File: src/rtl/bus_fence_pkg.sv
package bus_fence_pkg;

    typedef enum logic [2:0] {
        RQ_IDLE,
        RQ_LOOKUP,
        RQ_PASS,
        RQ_BLOCK,
        RQ_REPLY
    } rq_state_e;

    typedef enum logic {
        CF_OPEN,
        CF_SEALED
    } cf_state_e;

    localparam logic [2:0] K_BASE  = 3'd0;
    localparam logic [2:0] K_LIMIT = 3'd1;
    localparam logic [2:0] K_MASK  = 3'd2;
    localparam logic [2:0] K_SEAL  = 3'd3;
    localparam logic [2:0] K_ACK   = 3'd4;

endpackage

File: src/rtl/bus_fence_regions.sv
module bus_fence_regions #(
    parameter int N_REG = 8,
    parameter int AW    = 32,
    localparam int RIDX_W = $clog2(N_REG)
) (
    input  logic              clk,
    input  logic              rst_n,
    input  logic              wr_base,
    input  logic              wr_limit,
    input  logic [RIDX_W-1:0] wr_idx,
    input  logic [AW-1:0]     wr_data,
    input  logic [AW-1:0]     look_addr,
    output logic              hit,
    output logic [RIDX_W-1:0] hit_idx
);

    logic [AW-1:0]    base_q [N_REG];
    logic [AW-1:0]    lim_q  [N_REG];
    logic [N_REG-1:0] match;

    for (genvar g = 0; g < N_REG; g++) begin : g_region
        always_ff @(posedge clk or negedge rst_n) begin
            if (!rst_n) begin
                base_q[g] <= '1;
                lim_q[g]  <= '0;
            end else begin
                if (wr_base && wr_idx == RIDX_W'(g))
                    base_q[g] <= wr_data;
                if (wr_limit && wr_idx == RIDX_W'(g))
                    lim_q[g] <= wr_data;
            end
        end
        assign match[g] = (base_q[g] <= look_addr) && (look_addr <= lim_q[g]);
    end

    // lowest index wins: scan downward so the last assignment is the lowest
    always_comb begin
        hit     = 1'b0;
        hit_idx = '0;
        for (int r = N_REG - 1; r >= 0; r--) begin
            if (match[r]) begin
                hit     = 1'b1;
                hit_idx = RIDX_W'(r);
            end
        end
    end

endmodule

File: src/rtl/bus_fence_perm.sv
module bus_fence_perm #(
    parameter int N_REG  = 8,
    parameter int N_INIT = 4,
    localparam int RIDX_W = $clog2(N_REG),
    localparam int ID_W   = $clog2(N_INIT)
) (
    input  logic              clk,
    input  logic              rst_n,
    input  logic              wr_en,
    input  logic [RIDX_W-1:0] wr_idx,
    input  logic [N_INIT-1:0] wr_mask,
    input  logic              hit,
    input  logic [RIDX_W-1:0] rd_region,
    input  logic [ID_W-1:0]   rd_init,
    output logic              allow
);

    logic [N_INIT-1:0] mask_q [N_REG];

    for (genvar g = 0; g < N_REG; g++) begin : g_row
        always_ff @(posedge clk or negedge rst_n) begin
            if (!rst_n)
                mask_q[g] <= '0;
            else if (wr_en && wr_idx == RIDX_W'(g))
                mask_q[g] <= wr_mask;
        end
    end

    assign allow = hit && mask_q[rd_region][rd_init];

endmodule

File: src/rtl/bus_fence_log.sv
module bus_fence_log #(
    parameter int N_INIT = 4,
    parameter int AW     = 32,
    parameter int VCNT_W = 4,
    localparam int ID_W  = $clog2(N_INIT)
) (
    input  logic                     clk,
    input  logic                     rst_n,
    input  logic                     log_en,
    input  logic [ID_W-1:0]          log_id,
    input  logic [AW-1:0]            log_addr,
    input  logic                     log_wr,
    input  logic                     ack,
    output logic                     irq,
    output logic [ID_W-1:0]          vio_id,
    output logic [AW-1:0]            vio_addr,
    output logic                     vio_write,
    output logic [N_INIT*VCNT_W-1:0] vio_cnts
);

    logic [VCNT_W-1:0] cnt_q [N_INIT];

    always_ff @(posedge clk or negedge rst_n) begin
        if (!rst_n) begin
            irq       <= 1'b0;
            vio_id    <= '0;
            vio_addr  <= '0;
            vio_write <= 1'b0;
        end else if (log_en) begin
            irq       <= 1'b1;
            vio_id    <= log_id;
            vio_addr  <= log_addr;
            vio_write <= log_wr;
        end else if (ack) begin
            irq <= 1'b0;
        end
    end

    for (genvar g = 0; g < N_INIT; g++) begin : g_cnt
        always_ff @(posedge clk or negedge rst_n) begin
            if (!rst_n)
                cnt_q[g] <= '0;
            else if (log_en && log_id == ID_W'(g) && cnt_q[g] != '1)
                cnt_q[g] <= cnt_q[g] + 1'b1;
        end
        assign vio_cnts[g*VCNT_W +: VCNT_W] = cnt_q[g];
    end

endmodule

File: src/rtl/bus_fence.sv
module bus_fence #(
    parameter int N_INIT = 4,
    parameter int N_REG  = 8,
    parameter int AW     = 32,
    parameter int DW     = 32,
    parameter int VCNT_W = 4,
    parameter int ICNT_W = 4,
    localparam int ID_W   = $clog2(N_INIT),
    localparam int RIDX_W = $clog2(N_REG)
) (
    input  logic                     clk,
    input  logic                     rst_n,
    input  logic                     cfg_we,
    input  logic [2:0]               cfg_kind,
    input  logic [RIDX_W-1:0]        cfg_idx,
    input  logic [AW-1:0]            cfg_wdata,
    input  logic                     req_valid,
    output logic                     req_ready,
    input  logic [ID_W-1:0]          req_id,
    input  logic [AW-1:0]            req_addr,
    input  logic                     req_write,
    input  logic [DW-1:0]            req_wdata,
    output logic                     rsp_valid,
    output logic                     rsp_err,
    output logic [DW-1:0]            rsp_rdata,
    output logic                     tgt_valid,
    output logic                     tgt_write,
    output logic [AW-1:0]            tgt_addr,
    output logic [DW-1:0]            tgt_wdata,
    input  logic [DW-1:0]            tgt_rdata,
    output logic                     locked,
    output logic [ICNT_W-1:0]        ign_cnt,
    output logic                     irq,
    output logic [ID_W-1:0]          vio_id,
    output logic [AW-1:0]            vio_addr,
    output logic                     vio_write,
    output logic [N_INIT*VCNT_W-1:0] vio_cnts
);

    import bus_fence_pkg::*;

    rq_state_e rq_q, rq_next;
    cf_state_e cf_q, cf_next;

    logic [ID_W-1:0]   cap_id;
    logic [AW-1:0]     cap_addr;
    logic              cap_wr;
    logic [DW-1:0]     cap_wdata;
    logic              allow_q;
    logic [DW-1:0]     data_q;

    logic              open_cfg;
    logic              wr_base, wr_limit, wr_mask;
    logic              table_cmd, ignored, seal_cmd, ack_cmd;
    logic              hit, allow, log_en;
    logic [RIDX_W-1:0] hit_idx;

    // ---------------- configuration decode ----------------
    assign open_cfg  = (cf_q == CF_OPEN);
    assign table_cmd = cfg_we && (cfg_kind == K_BASE || cfg_kind == K_LIMIT ||
                                  cfg_kind == K_MASK);
    assign wr_base   = cfg_we && cfg_kind == K_BASE  && open_cfg;
    assign wr_limit  = cfg_we && cfg_kind == K_LIMIT && open_cfg;
    assign wr_mask   = cfg_we && cfg_kind == K_MASK  && open_cfg;
    assign ignored   = table_cmd && !open_cfg;
    assign seal_cmd  = cfg_we && cfg_kind == K_SEAL;
    assign ack_cmd   = cfg_we && cfg_kind == K_ACK;
    assign locked    = (cf_q == CF_SEALED);

    always_ff @(posedge clk or negedge rst_n) begin
        if (!rst_n) cf_q <= CF_OPEN;
        else        cf_q <= cf_next;
    end

    always_comb begin
        cf_next = cf_q;
        unique case (cf_q)
            CF_OPEN:   if (seal_cmd) cf_next = CF_SEALED;
            CF_SEALED: cf_next = CF_SEALED;
            default:   cf_next = CF_OPEN;
        endcase
    end

    always_ff @(posedge clk or negedge rst_n) begin
        if (!rst_n)
            ign_cnt <= '0;
        else if (ignored && ign_cnt != '1)
            ign_cnt <= ign_cnt + 1'b1;
    end

    // ---------------- lookup path ----------------
    bus_fence_regions #(.N_REG(N_REG), .AW(AW)) u_regions (
        .clk       (clk),
        .rst_n     (rst_n),
        .wr_base   (wr_base),
        .wr_limit  (wr_limit),
        .wr_idx    (cfg_idx),
        .wr_data   (cfg_wdata),
        .look_addr (cap_addr),
        .hit       (hit),
        .hit_idx   (hit_idx)
    );

    bus_fence_perm #(.N_REG(N_REG), .N_INIT(N_INIT)) u_perm (
        .clk       (clk),
        .rst_n     (rst_n),
        .wr_en     (wr_mask),
        .wr_idx    (cfg_idx),
        .wr_mask   (cfg_wdata[N_INIT-1:0]),
        .hit       (hit),
        .rd_region (hit_idx),
        .rd_init   (cap_id),
        .allow     (allow)
    );

    bus_fence_log #(.N_INIT(N_INIT), .AW(AW), .VCNT_W(VCNT_W)) u_log (
        .clk       (clk),
        .rst_n     (rst_n),
        .log_en    (log_en),
        .log_id    (cap_id),
        .log_addr  (cap_addr),
        .log_wr    (cap_wr),
        .ack       (ack_cmd),
        .irq       (irq),
        .vio_id    (vio_id),
        .vio_addr  (vio_addr),
        .vio_write (vio_write),
        .vio_cnts  (vio_cnts)
    );

    // ---------------- request state machine ----------------
    always_ff @(posedge clk or negedge rst_n) begin
        if (!rst_n) rq_q <= RQ_IDLE;
        else        rq_q <= rq_next;
    end

    always_ff @(posedge clk or negedge rst_n) begin
        if (!rst_n) begin
            cap_id    <= '0;
            cap_addr  <= '0;
            cap_wr    <= 1'b0;
            cap_wdata <= '0;
            allow_q   <= 1'b0;
            data_q    <= '0;
        end else begin
            if (rq_q == RQ_IDLE && req_valid) begin
                cap_id    <= req_id;
                cap_addr  <= req_addr;
                cap_wr    <= req_write;
                cap_wdata <= req_wdata;
            end
            if (rq_q == RQ_LOOKUP)
                allow_q <= allow;
            if (rq_q == RQ_PASS)
                data_q <= cap_wr ? '0 : tgt_rdata;
            if (rq_q == RQ_BLOCK)
                data_q <= '0;
        end
    end

    always_comb begin
        rq_next   = rq_q;
        req_ready = 1'b0;
        tgt_valid = 1'b0;
        tgt_write = 1'b0;
        tgt_addr  = '0;
        tgt_wdata = '0;
        rsp_valid = 1'b0;
        rsp_err   = 1'b0;
        rsp_rdata = '0;
        log_en    = 1'b0;
        unique case (rq_q)
            RQ_IDLE: begin
                req_ready = 1'b1;
                if (req_valid) rq_next = RQ_LOOKUP;
            end
            RQ_LOOKUP: begin
                rq_next = allow ? RQ_PASS : RQ_BLOCK;
            end
            RQ_PASS: begin
                tgt_valid = 1'b1;
                tgt_write = cap_wr;
                tgt_addr  = cap_addr;
                tgt_wdata = cap_wdata;
                rq_next   = RQ_REPLY;
            end
            RQ_BLOCK: begin
                log_en  = 1'b1;
                rq_next = RQ_REPLY;
            end
            RQ_REPLY: begin
                rsp_valid = 1'b1;
                rsp_err   = !allow_q;
                rsp_rdata = data_q;
                rq_next   = RQ_IDLE;
            end
            default: rq_next = RQ_IDLE;
        endcase
    end

endmodule

File: config.mk
export PLATFORM = sky130hd
export DESIGN_NAME = bus_fence
export DESIGN_NICKNAME = d
export VERILOG_FILES = /design/src/rtl/bus_fence_pkg.sv /design/src/rtl/bus_fence_regions.sv /design/src/rtl/bus_fence_perm.sv /design/src/rtl/bus_fence_log.sv /design/src/rtl/bus_fence.sv
export SDC_FILE = /design/constraint.sdc
export NUM_CORES = 2
export LEC_CHECK = 0
export BUFFER_PORTS_ARGS = -buffer_cell sky130_fd_sc_hd__buf_4
export CAP_MARGIN = 10
export CORE_AREA = 5 5 370 372
export CTS_BUF_LIST = sky130_fd_sc_hd__clkbuf_8 sky130_fd_sc_hd__clkbuf_16
export CTS_CLUSTER_SIZE = 20
export DETAILED_ROUTE_END_ITERATION = 8
export DIE_AREA = 0 0 375 377
export GPL_ROUTABILITY_DRIVEN = 1
export PLACE_DENSITY = 0.45
export SYNTH_ARGS = -nofsm -noshare
export SYNTH_HDL_FRONTEND = slang
export SYNTH_SLANG_ARGS = --single-unit
export TNS_END_PERCENT = 30
File: constraint.sdc
create_clock -name clk -period 7.8 [get_ports clk]
set_clock_uncertainty 0.15 [all_clocks]
set_input_delay 1.56 -clock clk [delete_from_list [all_inputs] [get_ports clk]]
set_output_delay 1.56 -clock clk [all_outputs]
set_load 0.05 [all_outputs]
==> results.yml <==
clock_network:
  numCtsBuffers: 83
  cts_setup_buffers: 0
  cts_tree: "done"
  clkTransAtPathRegs_ns: 0.06
  ctsResizeCount: 0
  root_buffer: "clkbuf_16"
  cts_hold_buffers: 0
  cts_sinks: 704
  clockBufferDepth: 3
  htreeDepth: 3
  insertion_delay_ns: 0.67
detailed_routing:
  drt_iter0_drc: 1301
  dr_wl_met2_um: 63400
  wl_met1_um: 59800
  remaining_drc_errors: 0
  routedWlPerCell_um: 23.2
  vias: 28400
  viasPerCell: 4.97
  wl_met3_um: 6450
  routed_wl_um: 133000
  drtAntennaViolNets: 0
  dr.pass1.iters: 7
  top_layer: "met5"
synth:
  netlist_top_cells_area: "dfrtp_1, dfstp_2, ha_1, mux2_2, o21ai_0"
  synth_nets: 4266
  synth-edff-count: 0
  yosysMostFrequentCell: "ha_1"
  synth_mux_area_share_pct: 13.5
  synth-xor-area-share_pct: 0.331
  synthFlopType: "dfrtp_1"
  synth-simple-area-share_pct: 9.54
  synth_area_leader_cell: "dfrtp_1"
  synth_compound_area_share_pct: 10.7
  synthDistinctLibCells: 94
  yosys-top-cells-count: "ha_1, mux2_2, dfrtp_1"
  ys_ff_latch: 704
  synth_top_family_by_area: "adder cells"
  syn_inst: 3608
  yosysTopAreaCellShare_pct: 28.2
  async_reset_ff_share_pct: 100
  syn_area_per_cell_um2: 11.0
  netlist_area_um2: 39700
  ys_seq_area_share_pct: 45.2
  ys_warn_count: 0
  synth_fa_ha_area_share_pct: 16.3
pwr:
  powerDensity_nw_per_um2: 323
  vdd_ir_drop_max_mv: 0.265
  total_leakage_power_uw: 0.0223
  power_uw: 15100
floorplanning:
  io_pins: 299
  die-area_um2: 141000
  die_x_um: 375
  row_count: 134
  start_util_pct: 29.9
  coreArea_um2: 133000
  fp.dieH_um: 377
run_status:
  status: "complete, no violations"
setup_path:
  worstReg2RegEnd: "rq_q[0]$_DFFE_PN0P_"
  r2r-start: "cap_addr[15]$_DFFE_PN0P_"
  critPathRequiredTime_ns: 8.19
  critPathLaunchType: "flop"
  ff2ff_path_depth: 15
  arrival_ns: 5.94
  endpoint: "rq_q[0]$_DFFE_PN0P_"
  r2r_slack_ns: 2.25
  end_kind: "flop"
  path_class: "flop to flop"
  startpoint: "cap_addr[15]$_DFFE_PN0P_"
  worstPathMaxFanout: 11
sta:
  hold_viol: 0
  layout_setup_ws_ns: 2.25
  period_share_pct: 71.2
  maxSlewHeadroom_pct: 29.8
  rsz0062_at_grt: "false"
  final.setup.tns_ns: 0
  clock.fmax_mhz: 180
  setup_viol: 0
  worst_pin_slew_ns: 1.04
  finalCriticalPeriod_ns: 5.55
  final_max_slew_viol_count: 0
flow_run:
  maxCapViolations: 0
global_route:
  grt_usage_pct: 18.5
  grt_max_degree: 133
  grt_pass1_wl_um: 198000
  grt_pass1_vias: 29700
  antenna_found_initial: 6
  grt_overflow_total: 0
hold_path:
  hold_depth: 2
  holdCritPathClass: "flop to flop"
placed_design:
  gp_congestion: 0.854
  io_buffers: 298
  dp_slack_ns: 2.35
  dpl.hpwl_um: 98100
  placedCellCount: 5568
cells_and_area:
  fill_cells: 13400
  drive_gt1_share_pct: 31.5
  fin_cells: 5724
  multi_input_area_um2: 20100
  fin_util_pct: 35.2
  seqCellArea_um2: 17900
  layout.nets: 4543
  area_delta_synth_final_pct: 17.8
-- layer usage --
layer | global-route usage [%] | vias up
met1 | 24.1 | 14300
met2 | 31.5 | 550
met5 | 0 | -
met3 | 3.70 | 147
li1 | - | 13500
met4 | 5.04 | 4
-- power breakdown --
group / leakage (µW) / switching, µW / internal, µW
combinational: 0.0128 / 4020 / 2150
clock: 0.00146 / 1680 / 2320
sequential: 0.00808 / 641 / 4280
total: 0.0223 / 6340 / 8750
-- registers in the layout, summed over array words and instances, names as in the netlist, 2 cells and up --
name              flops
ign_cnt               4
data_q               32
u_log.vio_id          2
cap_wdata            32
cap_id                2
u_regions.lim_q     256
u_log.vio_addr       32
rq_q                  3
cap_addr             32
u_perm.mask_q        32
u_log.vio_cnts       16
u_regions.base_q    256
-- cell usage in the layout (no fill, tap or decap), types with 10 or more instances in the layout --
cell	n
a22o_1	32
nor3_1	53
nor4_1	21
nand4_1	108
a221o_1	10
ha_1	517
nor2_1	62
mux2_2	465
xnor2_1	10
o21ai_0	248
inv_1	338
dfstp_2	256
buf_4	327
clkinv_2	19
nand3_1	55
o21ai_1	12
a21oi_1	187
clkbuf_16	86
a21o_1	54
a211oi_1	22
o211ai_1	13
o21a_1	12
dfrtp_1	447
and2_1	69
clkbuf_8	16
nand2_1	312
-- cell type report --
type,count,share of cell area [%]
Antenna cell,2,0.0107
Clock buffer,102,5.07
Clock inverter,52,0.865
Inverter,319,2.56
Multi-Input combinational cell,2445,42.9
Sequential cell,704,38.4
Tap cell,1768,4.73
Timing Repair Buffer,332,5.45
-- critical path, stage by stage, from the launching register on --
cell       delay [ns]
dfrtp_1          0.58
inv_1            0.44
ha_1             0.45
nand4_1          0.13
nor3_1           0.69
o21ai_0          0.19
o21ai_0          0.63
a31oi_2          0.27
a2bb2oi_4        0.26
nor4_2           0.52
nand2_1          0.22
or2b_2           0.22
o221ai_2         0.10
a32oi_1          0.16
nand4_1          0.20
a21o_1           0.22
-- worst min path at each step --
| stage | from | to | slack [ns] |
|---|---|---|---|
| global placement | u_log.vio_addr[21]$_DFFE_PN0P_ | u_log.vio_addr[21]$_DFFE_PN0P_ | 0.32 |
| finish | u_log.vio_addr[26]$_DFFE_PN0P_ | u_log.vio_addr[26]$_DFFE_PN0P_ | 0.33 |
| global route | u_regions.lim_q[103]$_DFFE_PN0P_ | u_regions.lim_q[103]$_DFFE_PN0P_ | 0.36 |
| CTS | u_log.vio_addr[26]$_DFFE_PN0P_ | u_log.vio_addr[26]$_DFFE_PN0P_ | 0.34 |
| detailed placement | u_log.vio_addr[26]$_DFFE_PN0P_ | u_log.vio_addr[26]$_DFFE_PN0P_ | 0.33 |
| floorplan | data_q[0]$_DFFE_PN0N_ | data_q[0]$_DFFE_PN0N_ | 0.31 |
-- logic make-up after synthesis --
| logic type | Yosys count |
|---|---|
| AND/OR/NAND/NOR | 757 |
| flip-flops | 704 |
| AO/OA/AOI/OAI | 680 |
| adder cells (fa/ha/maj) | 517 |
| multiplexers | 476 |
| buffers and inverters | 459 |
| XOR/XNOR | 15 |
-- per-stage QoR --
| stage | hold slack [ns] | cell area (µm²) |
|---|---|---|
| detailed placement | 0.326 | 44000 |
| global placement | 0.324 | 44000 |
| CTS | 0.340 | 46700 |
| finish | 0.334 | 46700 |
| global route | 0.362 | 46700 |
| floorplan | 0.315 | 39700 |
No activity file was read; power rests on OpenSTA's default activity.
